## src/rtl/hs_seq_pkg.sv

```systemverilog
package hs_seq_pkg;

    localparam int TICK_W   = 12;
    localparam int CODE_W   = 4;
    localparam int NUM_CFG  = 2;
    localparam int CFG_AW   = $clog2(NUM_CFG);
    localparam logic [CODE_W-1:0] CODE_DEFAULT = 4'b1000;

    typedef logic [TICK_W-1:0] tick_cnt_t;

    typedef struct packed {
        logic [CODE_W-1:0] hi;
        logic [CODE_W-1:0] lo;
    } cfg_byte_t;

    typedef enum logic [2:0] {
        ST_IDLE,
        ST_PDLY,
        ST_RAMP,
        ST_SLOT0,
        ST_WAITFB,
        ST_SLOT1,
        ST_ON,
        ST_FAULT
    } seq_state_e;

    // Duration in 0.25 ms ticks for each 4-bit timer code.
    function automatic tick_cnt_t code_ticks(input logic [CODE_W-1:0] code);
        tick_cnt_t t;
        case (code)
            4'd0:    t = 12'd1;
            4'd1:    t = 12'd8;
            4'd2:    t = 12'd32;
            4'd3:    t = 12'd48;
            4'd4:    t = 12'd64;
            4'd5:    t = 12'd96;
            4'd6:    t = 12'd128;
            4'd7:    t = 12'd192;
            4'd8:    t = 12'd256;
            4'd9:    t = 12'd384;
            4'd10:   t = 12'd512;
            4'd11:   t = 12'd768;
            4'd12:   t = 12'd1024;
            4'd13:   t = 12'd1536;
            4'd14:   t = 12'd2048;
            default: t = 12'd3072;
        endcase
        return t;
    endfunction

endpackage

```

## src/rtl/hs_seq_prescale.sv

```systemverilog
module hs_seq_prescale #(
    parameter int TICK_DIV = 25000
) (
    input  logic clk,
    input  logic rst,
    input  logic clr,
    output logic tick
);
    localparam int PW = (TICK_DIV > 1) ? $clog2(TICK_DIV) : 1;
    localparam logic [PW-1:0] LAST = PW'(TICK_DIV - 1);

    logic [PW-1:0] cnt_q;

    assign tick = (cnt_q == LAST);

    always_ff @(posedge clk) begin
        if (rst || clr || tick) begin
            cnt_q <= '0;
        end else begin
            cnt_q <= cnt_q + 1'b1;
        end
    end
endmodule

```

## src/rtl/hs_seq_timer.sv

```systemverilog
module hs_seq_timer
    import hs_seq_pkg::*;
(
    input  logic              clk,
    input  logic              rst,
    input  logic              start,
    input  logic [CODE_W-1:0] code,
    input  logic              tick,
    output logic              expired
);
    logic      running_q;
    tick_cnt_t remain_q;

    assign expired = running_q && (remain_q == '0);

    always_ff @(posedge clk) begin
        if (rst) begin
            running_q <= 1'b0;
            remain_q  <= '0;
        end else if (start) begin
            running_q <= 1'b1;
            remain_q  <= code_ticks(code);
        end else if (tick && running_q && (remain_q != '0)) begin
            remain_q  <= remain_q - 1'b1;
        end
    end
endmodule

```

## src/rtl/hs_seq_cfg.sv

```systemverilog
module hs_seq_cfg
    import hs_seq_pkg::*;
(
    input  logic              clk,
    input  logic              rst,
    input  logic              wr_en,
    input  logic [CFG_AW-1:0] wr_addr,
    input  logic [7:0]        wr_data,
    output cfg_byte_t         regs_o [NUM_CFG]
);
    localparam cfg_byte_t CFG_RESET = '{hi: CODE_DEFAULT, lo: CODE_DEFAULT};

    for (genvar i = 0; i < NUM_CFG; i++) begin : g_reg
        always_ff @(posedge clk) begin
            if (rst) begin
                regs_o[i] <= CFG_RESET;
            end else if (wr_en && (wr_addr == CFG_AW'(i))) begin
                regs_o[i] <= cfg_byte_t'(wr_data);
            end
        end
    end
endmodule

```

## src/rtl/hs_pwrup_seq.sv

```systemverilog
module hs_pwrup_seq
    import hs_seq_pkg::*;
#(
    parameter int TICK_DIV = 25000
) (
    input  logic       clk,
    input  logic       rst,
    input  logic       cfg_we,
    input  logic       cfg_addr,
    input  logic [7:0] cfg_wdata,
    input  logic       pin_det,
    input  logic       uv_good,
    input  logic       ov_good,
    input  logic       fet_full_on,
    input  logic       i_reg_active,
    input  logic       fb_good,
    output logic       gate_drv,
    output logic       pup_en1,
    output logic       pup_en2,
    output logic       seq_fault
);
    seq_state_e        st_q, st_d;
    cfg_byte_t         cfg [NUM_CFG];
    logic              tick, expired, t_start, all_ok;
    logic [CODE_W-1:0] t_code;

    hs_seq_cfg u_cfg (
        .clk     (clk),
        .rst     (rst),
        .wr_en   (cfg_we),
        .wr_addr (cfg_addr),
        .wr_data (cfg_wdata),
        .regs_o  (cfg)
    );

    hs_seq_prescale #(.TICK_DIV(TICK_DIV)) u_pre (
        .clk  (clk),
        .rst  (rst),
        .clr  (t_start),
        .tick (tick)
    );

    hs_seq_timer u_tmr (
        .clk     (clk),
        .rst     (rst),
        .start   (t_start),
        .code    (t_code),
        .tick    (tick),
        .expired (expired)
    );

    assign all_ok = pin_det && uv_good && ov_good;

    always_comb begin
        st_d    = st_q;
        t_start = 1'b0;
        t_code  = cfg[0].lo;
        case (st_q)
            ST_IDLE: if (all_ok) begin
                st_d = ST_PDLY; t_start = 1'b1; t_code = cfg[0].lo;
            end
            ST_PDLY: if (expired) begin
                st_d = ST_RAMP; t_start = 1'b1; t_code = cfg[0].hi;
            end
            ST_RAMP: begin
                if (fet_full_on && !i_reg_active) begin
                    st_d = ST_SLOT0; t_start = 1'b1; t_code = cfg[1].lo;
                end else if (expired && i_reg_active) begin
                    st_d = ST_FAULT;
                end
            end
            ST_SLOT0:  if (expired) st_d = ST_WAITFB;
            ST_WAITFB: if (fb_good) begin
                st_d = ST_SLOT1; t_start = 1'b1; t_code = cfg[1].hi;
            end
            ST_SLOT1:  if (expired) st_d = ST_ON;
            ST_ON:     st_d = ST_ON;
            ST_FAULT:  if (!pin_det) st_d = ST_IDLE;
            default:   st_d = ST_IDLE;
        endcase
        if (!all_ok && (st_q != ST_IDLE) && (st_q != ST_FAULT)) begin
            st_d    = ST_IDLE;
            t_start = 1'b0;
        end
    end

    always_ff @(posedge clk) begin
        if (rst) st_q <= ST_IDLE;
        else     st_q <= st_d;
    end

    always_comb begin
        gate_drv  = 1'b0;
        pup_en1   = 1'b0;
        pup_en2   = 1'b0;
        seq_fault = (st_q == ST_FAULT);
        case (st_q)
            ST_RAMP, ST_SLOT0:  gate_drv = 1'b1;
            ST_WAITFB, ST_SLOT1: begin gate_drv = 1'b1; pup_en1 = 1'b1; end
            ST_ON: begin gate_drv = 1'b1; pup_en1 = 1'b1; pup_en2 = 1'b1; end
            default: ;
        endcase
    end
endmodule

```

## config.mk

```make
export PLATFORM = sky130hd
export DESIGN_NAME = hs_pwrup_seq
export DESIGN_NICKNAME = d
export VERILOG_FILES = /design/src/rtl/hs_seq_pkg.sv /design/src/rtl/hs_seq_prescale.sv /design/src/rtl/hs_seq_timer.sv /design/src/rtl/hs_seq_cfg.sv /design/src/rtl/hs_pwrup_seq.sv
export SDC_FILE = /design/constraint.sdc
export NUM_CORES = 1
export LEC_CHECK = 0
export BUFFER_PORTS_ARGS = -buffer_cell sky130_fd_sc_hd__buf_2
export CAP_MARGIN = 20
export CORE_ASPECT_RATIO = 2
export CORE_MARGIN = 8
export CORE_UTILIZATION = 61
export DETAILED_ROUTE_END_ITERATION = 8
export HOLD_SLACK_MARGIN = 0.03
export PLACE_DENSITY = 0.81
export SYNTH_ARGS = -nofsm -noshare
export SYNTH_HDL_FRONTEND = slang
export SYNTH_SLANG_ARGS = --single-unit
```

## constraint.sdc

```tcl
create_clock -name clk -period 3.9 [get_ports clk]
set_clock_uncertainty 0.15 [all_clocks]
set_input_delay 0.78 -clock clk [delete_from_list [all_inputs] [get_ports clk]]
set_output_delay 0.78 -clock clk [all_outputs]
set_load 0.1 [all_outputs]
```

==> metrics list <==
* Slowest cell on crit path: sky130_fd_sc_hd__nor4_4
- Clk sink count: 47
- Final setup TNS: 0 ns
- The area growth from synthesis to layout is 7.65%.
- Data on the critical path arrives at its endpoint at 2.99 ns.
- Ranked by total cell area, the synthesized netlist is headed by sky130_fd_sc_hd__dfxtp_1, sky130_fd_sc_hd__nand2_1, sky130_fd_sc_hd__nor2_1, sky130_fd_sc_hd__xor2_1, sky130_fd_sc_hd__a21oi_1.
- The number of gates resized after CTS was 0.
- Fin. Hold Viols: 0
* Proportion of synthesized flip-flops having asynchronous set or reset: 0%
* RSZ-0062 raised after global routing: no
- H-tree level count: 2
- Class of the tightest hold or removal check: reg -> reg
- Time the worst path needs with I/O delays and setup: 2.90 ns
- Post-detailed-route count of antenna-violating nets: 0
- Hold-fix buffer count after cts: 0
- Synthesized area divided by synthesized cell count: 8.20 µm²
- The number of antenna violations at the first check in global routing came to 0.
* Residual DRC: 0
- In this run, the number of DRC markers left after iteration 0 of detailed routing was 77.
- After detailed routing, the average wire length per cell comes to 17.1 µm.
- On the worst path, the slowest cell contributes a delay of 0.63 ns.
* Die Footprint: 6700 µm²
* Syn. warnings: 0
* Leading register cell type out of synthesis: sky130_fd_sc_hd__dfxtp_1
- In the finished design, the share of the clock period the worst path needs comes to 74.5%.
- Once the clock tree was built, the setup fixing pass inserted 0 buffers.
- Across the run, the number of max-cap violations was 0.
- Static timing analysis puts the maximum clock frequency at 344 MHz.
- The first global-routing pass estimated 10600 µm of wire.
* Final number of setup-violating endpoints: 0
- Synthesis-stage register bit count: 47
* RePlAce Congestion: 0.923
- STA classifies the critical path startpoint as a register.
- DP Wirelength: 4990 µm
- Input and output buffers added on the ports amount to 21.
- The clock network accounts for 31.6% of the total power.
- Dividing the detail-routed via count by the number of cells gives 6.26.
- The number of clock buffers added by TritonCTS is 5.
- Proportion of synthesized chip area in sequential cells: 36.4%
- CP Max Fanout: 11
- Final Instance Area: 2780 µm²
- The cell sitting at the root of the clock tree is a sky130_fd_sc_hd__clkbuf_8.
- Of the total power, registers draw 54.8%.
* Cell area after placement: 2690 µm²
- After clock tree synthesis, the clock-pin slew on the worst setup and hold paths is 0.09 ns.
* Pwr per Cell Area: 339 nW/µm²
- Standard cell core area: 4090 µm²
* Switching pwr: 0.272 mW
* Effective utilization at floorplan: 63.2%
* IO Count: 22
- Vias in the first global route: 2361
- The routed layout has 2380 vias.
* Post-Route Hold Slack: 0.319 ns
- Row count: 33
* Worst slew pin tran: 0.881 ns
- Comb power frac: 13.6%
- The critical path is of the reg -> reg type.
* Clock network latency to the later pin of the worst-skew pair: 0.31 ns
* Outcome: completed
- Synthesized instance count: 315
- Yosys mapped the design onto 60 distinct sky130hd cell types.
- In this run switching power makes up 28.8% of total power.
* Total iterations of the first detailed-routing run: 4
- After detailed routing, the total wire length is 6480 µm.
* Worst vdd ir: 0.337 mV
* Tot GR Track Use: 20.7%
- TritonCTS built the clock tree.
- Pin count of the biggest net entering global routing: 30
- The repair_antennas step left the layout with diodes totalling 0.
- Longest Clk Path Bufs: 2
- Post-Syn Nets: 336
* Required time at the worst-slack endpoint: 3.98 ns
- Walking the worst path, the cells encountered are nor4_4 > and4_1 > o21ai_1 > buf_4 > nor3_1 > or4b_1 > a211oi_2.
* Biggest area consumer among synthesized cells: sky130_fd_sc_hd__dfxtp_1
* Final nets: 348
* Crit. End Element: register
* Height of the die: 108 µm
- Counting flops with a built-in enable in the synthesized netlist gives 0.
- The final max-slew violation count is 0.
- For this design the static power due to leakage is 1.04 nW.
* Die span in x: 62.0 µm
- In this run the tightest slew margin relative to its limit is 40.7%.
* Share of final-layout standard cells stronger than drive strength 1: 12.2%
- Overall overflow remaining after global route: 0
* Internal power: 0.672 mW
- Area share of the leading cell type in the synthesized netlist: 36.4%
* Post-synthesis instance area: 2580 µm²
==> synthesized netlist by cell type, types with 3 or more instances <==
| cell | instances |
|---|---|
| sky130_fd_sc_hd__nand2b_1 | 5 |
| sky130_fd_sc_hd__ha_1 | 3 |
| sky130_fd_sc_hd__clkbuf_1 | 14 |
| sky130_fd_sc_hd__nor3_1 | 4 |
| sky130_fd_sc_hd__a221o_1 | 4 |
| sky130_fd_sc_hd__inv_1 | 4 |
| sky130_fd_sc_hd__dfxtp_1 | 47 |
| sky130_fd_sc_hd__xnor2_1 | 7 |
| sky130_fd_sc_hd__and3_1 | 7 |
| sky130_fd_sc_hd__buf_2 | 3 |
| sky130_fd_sc_hd__o21ai_0 | 4 |
| sky130_fd_sc_hd__o21ai_1 | 4 |
| sky130_fd_sc_hd__nor2_1 | 35 |
| sky130_fd_sc_hd__nand4_1 | 11 |
| sky130_fd_sc_hd__and4_1 | 4 |
| sky130_fd_sc_hd__a221oi_1 | 3 |
| sky130_fd_sc_hd__a21oi_1 | 21 |
| sky130_fd_sc_hd__a211oi_1 | 3 |
| sky130_fd_sc_hd__nand2_1 | 46 |
| sky130_fd_sc_hd__mux2i_1 | 4 |
| sky130_fd_sc_hd__nand3b_1 | 7 |
| sky130_fd_sc_hd__o22ai_1 | 4 |
| sky130_fd_sc_hd__xor2_1 | 13 |
| sky130_fd_sc_hd__nand3_1 | 11 |
| sky130_fd_sc_hd__o2bb2ai_1 | 4 |
==> per-stage QoR <==
step                worst slack (ns)  power [mW]  std cells  utilization (%)
global route                   0.861       0.979        380             68.0
CTS                             1.06       0.944        380             68.0
floorplan                      0.352       0.618        315                -
global placement               0.957       0.650        372             65.9
detailed placement             0.899       0.654        372             65.9
finish                         0.996       0.944        380             68.0
==> cells by family after synthesis <==
kind of cell             Yosys count  synth area share (%)
buffers and inverters             22                  3.34
XOR/XNOR                          20                  6.78
multiplexers                       4                  1.55
AO/OA/AOI/OAI                     66                  17.8
AND/OR/NAND/NOR                  152                  32.3
flip-flops                        47                  36.4
adder cells (fa/ha/maj)            4                  1.84
==> worst max-delay path: cells and delay by family (launching register included) <==
kind                   cells  cell delay [ns]
DFF                        1             0.40
AOI/OAI and AO/OA          2             0.28
buffers and inverters      1             0.18
and+or+nand+nor            4             1.81
==> worst paths after layout <==
check	startpoint	endpoint	slack, ns	depth (start not counted)
max	u_tmr.remain_q[6]$_SDFFE_PP0P_	u_tmr.remain_q[0]$_SDFFE_PP0P_	1.0	7
min	u_cfg.regs_o[4]$_SDFFE_PP0P_	u_cfg.regs_o[4]$_SDFFE_PP0P_	0.32	2
max reg2reg	u_tmr.remain_q[6]$_SDFFE_PP0P_	u_tmr.remain_q[0]$_SDFFE_PP0P_	1.0	7
min reg2reg	u_cfg.regs_o[4]$_SDFFE_PP0P_	u_cfg.regs_o[4]$_SDFFE_PP0P_	0.32	2
==> layer usage <==
| metal | share of wire, % | global-route usage, % | wire length, µm | vias up |
|---|---|---|---|---|
| li1 | - | - | - | 1170 |
| met1 | 35 | 18.7 | 2260 | 1128 |
| met3 | 3.8 | 4.04 | 245 | 21 |
| met4 | 4.8 | 12.3 | 310 | 0 |
| met2 | 57 | 38.9 | 3660 | 61 |
| met5 | 0 | 0 | 0 | - |
==> registers in the layout (all words and copies together) (netlist names) <==
name	cells
u_tmr.remain_q	12
u_pre.cnt_q	15
st_q	3
u_cfg.regs_o	16
u_tmr.running_q	1
==> cell usage in the layout (no fill, tap or decap), types with 5 or more instances in the layout <==
cell type,n
sky130_fd_sc_hd__clkbuf_8,5
sky130_fd_sc_hd__nor2_1,35
sky130_fd_sc_hd__nand3_1,11
sky130_fd_sc_hd__nand2_1,46
sky130_fd_sc_hd__xnor2_1,7
sky130_fd_sc_hd__and3_1,7
sky130_fd_sc_hd__xor2_1,13
sky130_fd_sc_hd__nand3b_1,7
sky130_fd_sc_hd__dfxtp_1,47
sky130_fd_sc_hd__a21oi_1,21
sky130_fd_sc_hd__buf_2,21
sky130_fd_sc_hd__nand2b_1,5
sky130_fd_sc_hd__nand4_1,11
==> power groups by stage <==
stage | combinational (mW) | clock (mW) | sequential, mW
floorplan | 0.0986 | 0 | 0.519
global placement | 0.123 | 0 | 0.528
detailed placement | 0.126 | 0 | 0.528
CTS | 0.126 | 0.300 | 0.517
global route | 0.140 | 0.319 | 0.520
finish | 0.128 | 0.298 | 0.518
==> layout make-up <==
type | count | area, µm²
clock inverters | 3 | 18.8
inverters | 5 | 18.8
well taps | 52 | 65.1
multi-input cells | 246 | 1560
flip-flops and latches | 47 | 941
clock buffers | 5 | 68.8
repair buffers | 22 | 113
fillers | 353 | 1310
Note: power is estimated with default switching activity, not from simulation.
